[config.mk]
export PLATFORM = sky130hd
export DESIGN_NAME = status_flag_reg
export DESIGN_NICKNAME = d
export VERILOG_FILES = /design/src/rtl/sflag_pkg.sv /design/src/rtl/sflag_arith.sv /design/src/rtl/sflag_power.sv /design/src/rtl/status_flag_reg.sv
export SDC_FILE = /design/constraint.sdc
export NUM_CORES = 1
export LEC_CHECK = 0
export ABC_AREA = 0
export ABC_CLOCK_PERIOD_IN_PS = 2300
export CORE_AREA = 2 2 39 41
export CTS_BUF_LIST = sky130_fd_sc_hd__clkbuf_2 sky130_fd_sc_hd__clkbuf_4 sky130_fd_sc_hd__clkbuf_8
export DETAILED_ROUTE_END_ITERATION = 10
export DIE_AREA = 0 0 41 43
export PLACE_DENSITY = 0.7
export SYNTH_ARGS = -nofsm -noshare
export SYNTH_HDL_FRONTEND = slang
export SYNTH_SLANG_ARGS = --single-unit
[constraint.sdc]
create_clock -name clk -period 2.3 [get_ports clk]
set_input_delay 0.46 -clock clk [delete_from_list [all_inputs] [get_ports clk]]
set_output_delay 0.46 -clock clk [all_outputs]
set_load 0.01 [all_outputs]
[src/rtl/sflag_pkg.sv]
package sflag_pkg;
  localparam int BIT_C  = 0;
  localparam int BIT_DC = 1;
  localparam int BIT_Z  = 2;
  localparam int BIT_PD = 3;
  localparam int BIT_TO = 4;
  localparam int STAT_W = 8;
  localparam int FLAG_N = 3;

  typedef enum logic [1:0] {
    CSRC_ADD = 2'd0,
    CSRC_MSB = 2'd1,
    CSRC_LSB = 2'd2,
    CSRC_ALT = 2'd3
  } csrc_e;
endpackage

[src/rtl/sflag_arith.sv]
module sflag_arith
  import sflag_pkg::*;
#(
  parameter int DATA_W = 8
) (
  input  logic              clk,
  input  logic              rst_n,
  input  logic [DATA_W-1:0] res_i,
  input  logic              carry_i,
  input  logic              nib_carry_i,
  input  logic              src_msb_i,
  input  logic              src_lsb_i,
  input  logic [1:0]        csel_i,
  input  logic [FLAG_N-1:0] mask_i,
  input  logic              wr_en_i,
  input  logic [FLAG_N-1:0] wr_flags_i,
  output logic [FLAG_N-1:0] flags_o
);
  logic [FLAG_N-1:0] flags_q, flags_d, logic_val;
  logic              carry_sel;
  logic              any_upd;

  always_comb begin
    unique case (csel_i)
      CSRC_MSB: carry_sel = src_msb_i;
      CSRC_LSB: carry_sel = src_lsb_i;
      default:  carry_sel = carry_i;
    endcase
  end

  always_comb begin
    logic_val         = '0;
    logic_val[BIT_Z]  = (res_i == '0);
    logic_val[BIT_DC] = nib_carry_i;
    logic_val[BIT_C]  = carry_sel;
  end

  assign any_upd = |mask_i;

  always_comb begin
    flags_d = flags_q;
    if (any_upd) begin
      for (int i = 0; i < FLAG_N; i++)
        if (mask_i[i]) flags_d[i] = logic_val[i];
    end else if (wr_en_i) begin
      flags_d = wr_flags_i;
    end
  end

  always_ff @(posedge clk or negedge rst_n) begin
    if (!rst_n) flags_q <= '0;
    else        flags_q <= flags_d;
  end

  assign flags_o = flags_q;


  drop_carry_chk: assert property (@(posedge clk) disable iff (!rst_n)
    (wr_en_i && any_upd && !mask_i[BIT_C]) |=> (flags_o[BIT_C] == $past(flags_o[BIT_C])));

  zero_flag_chk: assert property (@(posedge clk) disable iff (!rst_n)
    mask_i[BIT_Z] |=> (flags_o[BIT_Z] == ($past(res_i) == '0)));

  plain_write_chk: assert property (@(posedge clk) disable iff (!rst_n)
    (wr_en_i && !any_upd) |=> (flags_o == $past(wr_flags_i)));

  hold_chk: assert property (@(posedge clk) disable iff (!rst_n)
    (!wr_en_i && !any_upd) |=> $stable(flags_o));
endmodule

[src/rtl/sflag_power.sv]
module sflag_power (
  input  logic clk,
  input  logic rst_n,
  input  logic sleep_i,
  input  logic wdt_clr_i,
  input  logic wdt_to_i,
  output logic to_o,
  output logic pd_o
);
  logic to_q, pd_q;

  always_ff @(posedge clk or negedge rst_n) begin
    if (!rst_n) begin
      to_q <= 1'b1;
      pd_q <= 1'b1;
    end else begin
      if (wdt_to_i)                 to_q <= 1'b0;
      else if (wdt_clr_i || sleep_i) to_q <= 1'b1;
      if (sleep_i)                  pd_q <= 1'b0;
      else if (wdt_clr_i)           pd_q <= 1'b1;
    end
  end

  assign to_o = to_q;
  assign pd_o = pd_q;


  timeout_clear_chk: assert property (@(posedge clk) disable iff (!rst_n)
    wdt_to_i |=> !to_o);

  sleep_pd_chk: assert property (@(posedge clk) disable iff (!rst_n)
    sleep_i |=> !pd_o);

  no_event_to_chk: assert property (@(posedge clk) disable iff (!rst_n)
    (!wdt_to_i && !wdt_clr_i && !sleep_i) |=> $stable(to_o));
endmodule

[src/rtl/status_flag_reg.sv]
module status_flag_reg
  import sflag_pkg::*;
#(
  parameter int DATA_W = 8
) (
  input  logic              clk,
  input  logic              rst_n,
  input  logic [DATA_W-1:0] res_i,
  input  logic              carry_i,
  input  logic              nib_carry_i,
  input  logic              src_msb_i,
  input  logic              src_lsb_i,
  input  logic [1:0]        csel_i,
  input  logic [2:0]        flag_mask_i,
  input  logic              wr_en_i,
  input  logic [2:0]        wr_flags_i,
  input  logic              sleep_i,
  input  logic              wdt_clr_i,
  input  logic              wdt_to_i,
  output logic [7:0]        stat_o
);
  logic [FLAG_N-1:0] arith_flags;
  logic              to_bit, pd_bit;

  sflag_arith #(.DATA_W(DATA_W)) u_arith (
    .clk        (clk),
    .rst_n      (rst_n),
    .res_i      (res_i),
    .carry_i    (carry_i),
    .nib_carry_i(nib_carry_i),
    .src_msb_i  (src_msb_i),
    .src_lsb_i  (src_lsb_i),
    .csel_i     (csel_i),
    .mask_i     (flag_mask_i),
    .wr_en_i    (wr_en_i),
    .wr_flags_i (wr_flags_i),
    .flags_o    (arith_flags)
  );

  sflag_power u_power (
    .clk      (clk),
    .rst_n    (rst_n),
    .sleep_i  (sleep_i),
    .wdt_clr_i(wdt_clr_i),
    .wdt_to_i (wdt_to_i),
    .to_o     (to_bit),
    .pd_o     (pd_bit)
  );

  // fixed bit layout, upper bits zero
  always_comb begin
    stat_o         = '0;
    stat_o[BIT_C]  = arith_flags[BIT_C];
    stat_o[BIT_DC] = arith_flags[BIT_DC];
    stat_o[BIT_Z]  = arith_flags[BIT_Z];
    stat_o[BIT_PD] = pd_bit;
    stat_o[BIT_TO] = to_bit;
  end


  write_no_power_chk: assert property (@(posedge clk) disable iff (!rst_n)
    (wr_en_i && !sleep_i && !wdt_clr_i && !wdt_to_i) |=> $stable(stat_o[BIT_TO:BIT_PD]));
endmodule

# Word-level counts from Yosys, hierarchy flattened
# Cells that the tools add are included.
# word_totals
input_bits	26
out_inout_bits	8
elab_cells	29
ff_bits	5
# op_classes
eq_ne	5
muxes	10
reduce_logical	9
# ops
cell	count
$logic_not 8->1	1
$mux 1	7
$mux 3	2
$ne 2x2->1 const B	3
$reduce_and 2->1	3
$reduce_bool 2->1	3
$reduce_or 3->1	1
$eq 2x1->1 const B	1
$eq 2x2->1 const B	1
$pmux 1 s2	1
$logic_or 1x1->1	1

# Depth between registers and ports, before layout
# depth
ltp_word	4
mapped_depth	5
depth_no_buf	5

# Hierarchy
# Synthesis repeated with hierarchy kept, for this count alone.
# hier_totals
cells_unflattened	36
hier_area_um2	341.6
# by_module_without_submodules
module	seq_area_each_um2	cells_each	area_per_inst_um2	instances
sflag_arith	75.1	24	231.5	1
sflag_power	52.6	6	68.8	1
status_flag_reg	0.0	6	41.3	1

# Worst setup path after synthesis
# OpenSTA, ideal clock, no wires.
# synth_path
path_type	input -> register
startpoint	input port flag_mask_i[0]
endpoint	register u_arith.flags_q[1], in the netlist u_arith.flags_o[1]
arrival_ps	1105
setup_time_ps	123
stages	3
n_path_buf	0
required_time_ps	2177
path_slack_ps	1073
path_cell_list	or4b_4 -> nor2_1 -> a21oi_1
# synth_via
elab_chain_cells	3
word_cells_on_any_way	5
cone_classes	eq/ne: 1; mux: 1; reduce/logical: 3
# synth_rtl
element	line	source
start: declaration	status_flag_reg.sv:14	input logic [2:0] flag_mask_i,
$reduce_or 3->1 *	sflag_arith.sv:38	assign any_upd = |mask_i;
$ne 2x2->1 (no line) or $reduce_bool 2->1 (tied branches)	-	
$reduce_and 2->1 (no line)	-	
end signal: assignment	sflag_arith.sv:52	else flags_q <= flags_d;
end: declaration	sflag_arith.sv:19	logic [FLAG_N-1:0] flags_q, flags_d, logic_val;
# Mark *: on every way between the ends. The rest lies on a longest branch, timed or not.
# A chain may end at the register's enable or synchronous reset.

# Final worst setup path
# layout_path
startpoint	register u_power.to_q, in the netlist u_power.to_o
endpoint	output port stat_o[4]
# layout_rtl
element	line	source
start: declaration	sflag_power.sv:10	logic to_q, pd_q;
start signal: assignment	sflag_power.sv:14	to_q <= 1'b1;
start signal: assignment	sflag_power.sv:17	if (wdt_to_i) to_q <= 1'b0;
start signal: assignment	sflag_power.sv:18	else if (wdt_clr_i || sleep_i) to_q <= 1'b1;
end: declaration	status_flag_reg.sv:20	output logic [7:0] stat_o
# No word-level cell between the ends.

==> metrics.md <==
| Metric | Value |
|---|---|
| Synth async-reset ratio | `100.0%` |
| Die width | `41 µm` |
| Synth warnings | `0` |
| CP Buf/Inv Count | `1` |
| Via density | `4.317` |
| Worst-path fanout max | `2` |
| Cts hold-fix bufs | `0` |
| Max Cap Viol | `0` |
| First-pass GRT wire length | `1.338 mm` |
| Level count of the clock H-tree | `1` |
| RSZ-0062 raised after global routing | `no` |
| Final Util | `47.11%` |
| Syn avg cell area | `9.473 µm²` |
| Fin crit period | `1.753 ns` |
| Max VDD drop | `282.7 µV` |
| Footprint of the multi-input gates | `162.7 µm²` |
| Post-synth top area share | `22.64%` |
| Fin nets | `95` |
| Number of I/O port buffers | `30` |
| Hold crit path type | `in -> async` |
| Pint | `0.2356 mW` |
| Total grt overflow | `0` |
| P_leak | `0.2688 nW` |
| Largest cells by area after synthesis | `dfrtp_1, dfstp_2, buf_4` |
| Net Sw Frac | `22.16%` |
| DR iter-0 viols | `4` |
| DIE HEIGHT | `43 µm` |
| Clock Path Buffers | `2` |
| Core Area | `0.001384 mm²` |
| Most numerous cell in the Yosys netlist | `buf_4` |
| Fin. Hold Viols | `0` |
| Max Slew Vio Count | `0` |
| Post-DP HPWL | `782.8 µm` |
| Initial core utilization | `23.96%` |
| Critical Path RT | `1.84 ns` |
| Area leader, netlist | `dfrtp_1` |
| Sw Pwr | `0.06708 mW` |
| Largest net degree at the start of global routing | `6` |
| Sequential-to-total area share from yosys stat | `38.49%` |
| Crit path cell chain | `clkdlybuf4s50_1` |
| Crit end category | `output pin` |
| CTS tree | `built` |
| Filler Cells Inserted | `147` |
| Total GRT Usage | `12.03%` |
| Routability congestion estimate | `0.5993` |
| Sequential share of power | `33.6%` |
| Setup TNS Final | `0 ns` |
| Syn Std Cell Area | `331.6 µm²` |
| Root buffer cell | `clkbuf_4` |
| Pwr dens | `464.4 mW/mm²` |
| Post-synth top cells | `buf_4, nor2_1, dfrtp_1, inv_1, mux2i_1` |
| CP max stage cell | `clkdlybuf4s50_1` |
| Crit share post-route | `76.24%` |
| Placed instance area | `621.8 µm²` |
| Syn Inst Count | `35` |
| Combinational share of power | `29.0%` |
| Setup WS post-layout | `0.5465 ns` |
| Post-CTS setup-driven buffer insertion count | `0` |
| Layout cell share with drive strength beyond 1 | `10.61%` |
| 1st-pass router iterations | `2` |
| # IOs | `34` |
| Die area | `0.001763 mm²` |
| Post-route ant nets | `0` |
| Seq cells post-synth | `5` |
| Crit Path Class | `reg -> out` |
| Crit-path leading delay family | `buffers and inverters` |
| Dominant synthesized flop cell | `dfrtp_1` |
| Final Setup Violations | `0` |
| Max incr delay on CP | `0.53 ns` |
| Final Skew | `0 ns` |
| Post-Layout Inst Area | `651.9 µm²` |
| Clock Sinks | `5` |
| Clock Latency Late Sink | `0.24 ns` |
| Drt wl/cell | `10.51 µm` |
| Fmax | `570.3 MHz` |
| DRC | `0` |
| Floorplan row count | `14` |
| Cell variety after synth | `17` |
| Critical Path AT | `1.29 ns` |
| Vias in the first global route | `359` |
| Initial antenna violation count | `0` |
| Place WS | `0.5175 ns` |
| CP Launch Type | `flip-flop` |
| Vias | `354` |
| FF/Latch Area | `127.6 µm²` |
| Number of synthesized flops with an enable pin | `0` |
| Reg clk slew, reported paths | `0.04 ns` |
| Clock share of power | `37.4%` |
| Post-cts resize count | `0` |
| N_diodes | `0` |
| Routed wire length | `862 µm` |
| CTS buffer count | `3` |
| Area growth from synthesis to layout | `96.60%` |
| Status | `finished clean` |
-- sequential cells by signal (all words and copies together), names as in the netlist --
name / cells
u_power.pd_o: 1
u_power.to_o: 1
u_arith.flags_o: 3
-- cell type report --
cell class	instances	area share (%)
tap	16	3.071
inverter	3	1.727
clock buffer	4	4.607
sequential	5	19.58
timing repair buffer	30	46.07
multi-input combinational	24	24.95
-- cells in the final DEF, fill, tap and decap left out, drive strengths merged --
master,Yosys,final
clkbuf,0,4
mux2i,3,3
a21oi,1,1
ha,2,2
o22ai,1,1
o21ai,2,2
nand3,1,1
nor3b,2,2
or4b,1,1
dfstp,2,2
nor3,1,1
inv,3,3
conb,1,3
a221oi,1,1
nor2,4,4
clkdlybuf4s50,0,30
dfrtp,3,3
nor4,2,2
-- metrics by stage --
step                hold WS [ns]  total power, mW  cells
floorplan                 0.1644           0.1327     37
global placement          0.4812           0.1905     78
detailed placement        0.4876           0.1922     78
CTS                       0.4423           0.3102     82
global route              0.4479           0.3243     82
finish                    0.4391           0.3027     82
-- final timing paths --
check                                    from                 end  slack, ns  cells after the start
hold reg to reg                  u_power.pd_o        u_power.pd_o       0.50                      2
hold / removal                          rst_n  u_arith.flags_o[1]       0.44                      1
setup / recovery                 u_power.to_o           stat_o[4]       0.55                      1
min in group clk                 u_power.pd_o        u_power.pd_o       0.50                      2
max in group asynchronous               rst_n        u_power.pd_o       1.61                      1
setup reg to reg           u_arith.flags_o[2]  u_arith.flags_o[2]       1.55                      2
-- routing by layer --
layer / vias to the layer above / GRT usage, % / share of wire (%)
met3: 2 / 8.377 / 9.4
met2: 15 / 20.94 / 56
met1: 161 / 8.882 / 34
li1: 176 / - / -
met4: 0 / 6.000 / 0.93
met5: - / 0 / 0
-- power groups by stage --
| stage | sequential [mW] | clock [mW] | combinational, mW |
|---|---|---|---|
| after CTS | 0.102 | 0.119 | 0.0895 |
| final | 0.102 | 0.113 | 0.0879 |
| after global placement | 0.103 | 0 | 0.0877 |
| after detailed placement | 0.103 | 0 | 0.0891 |
| after floorplan | 0.105 | 0 | 0.0276 |
| after global routing | 0.102 | 0.125 | 0.0968 |
-- kinds of logic (layout without fill, tap and decap cells) --
family / after synthesis / in the layout / synth area share, %
adders and majority gates: 2 / 2 / 7.546
muxes: 3 / 3 / 9.057
AOI/OAI and AO/OA: 5 / 5 / 9.057
buffers and inverters: 8 / 37 / 14.72
other: 1 / 3 / 1.131
and+or+nand+nor: 11 / 11 / 19.99
DFF: 5 / 5 / 38.49
Power figures use the tool's default switching activity.
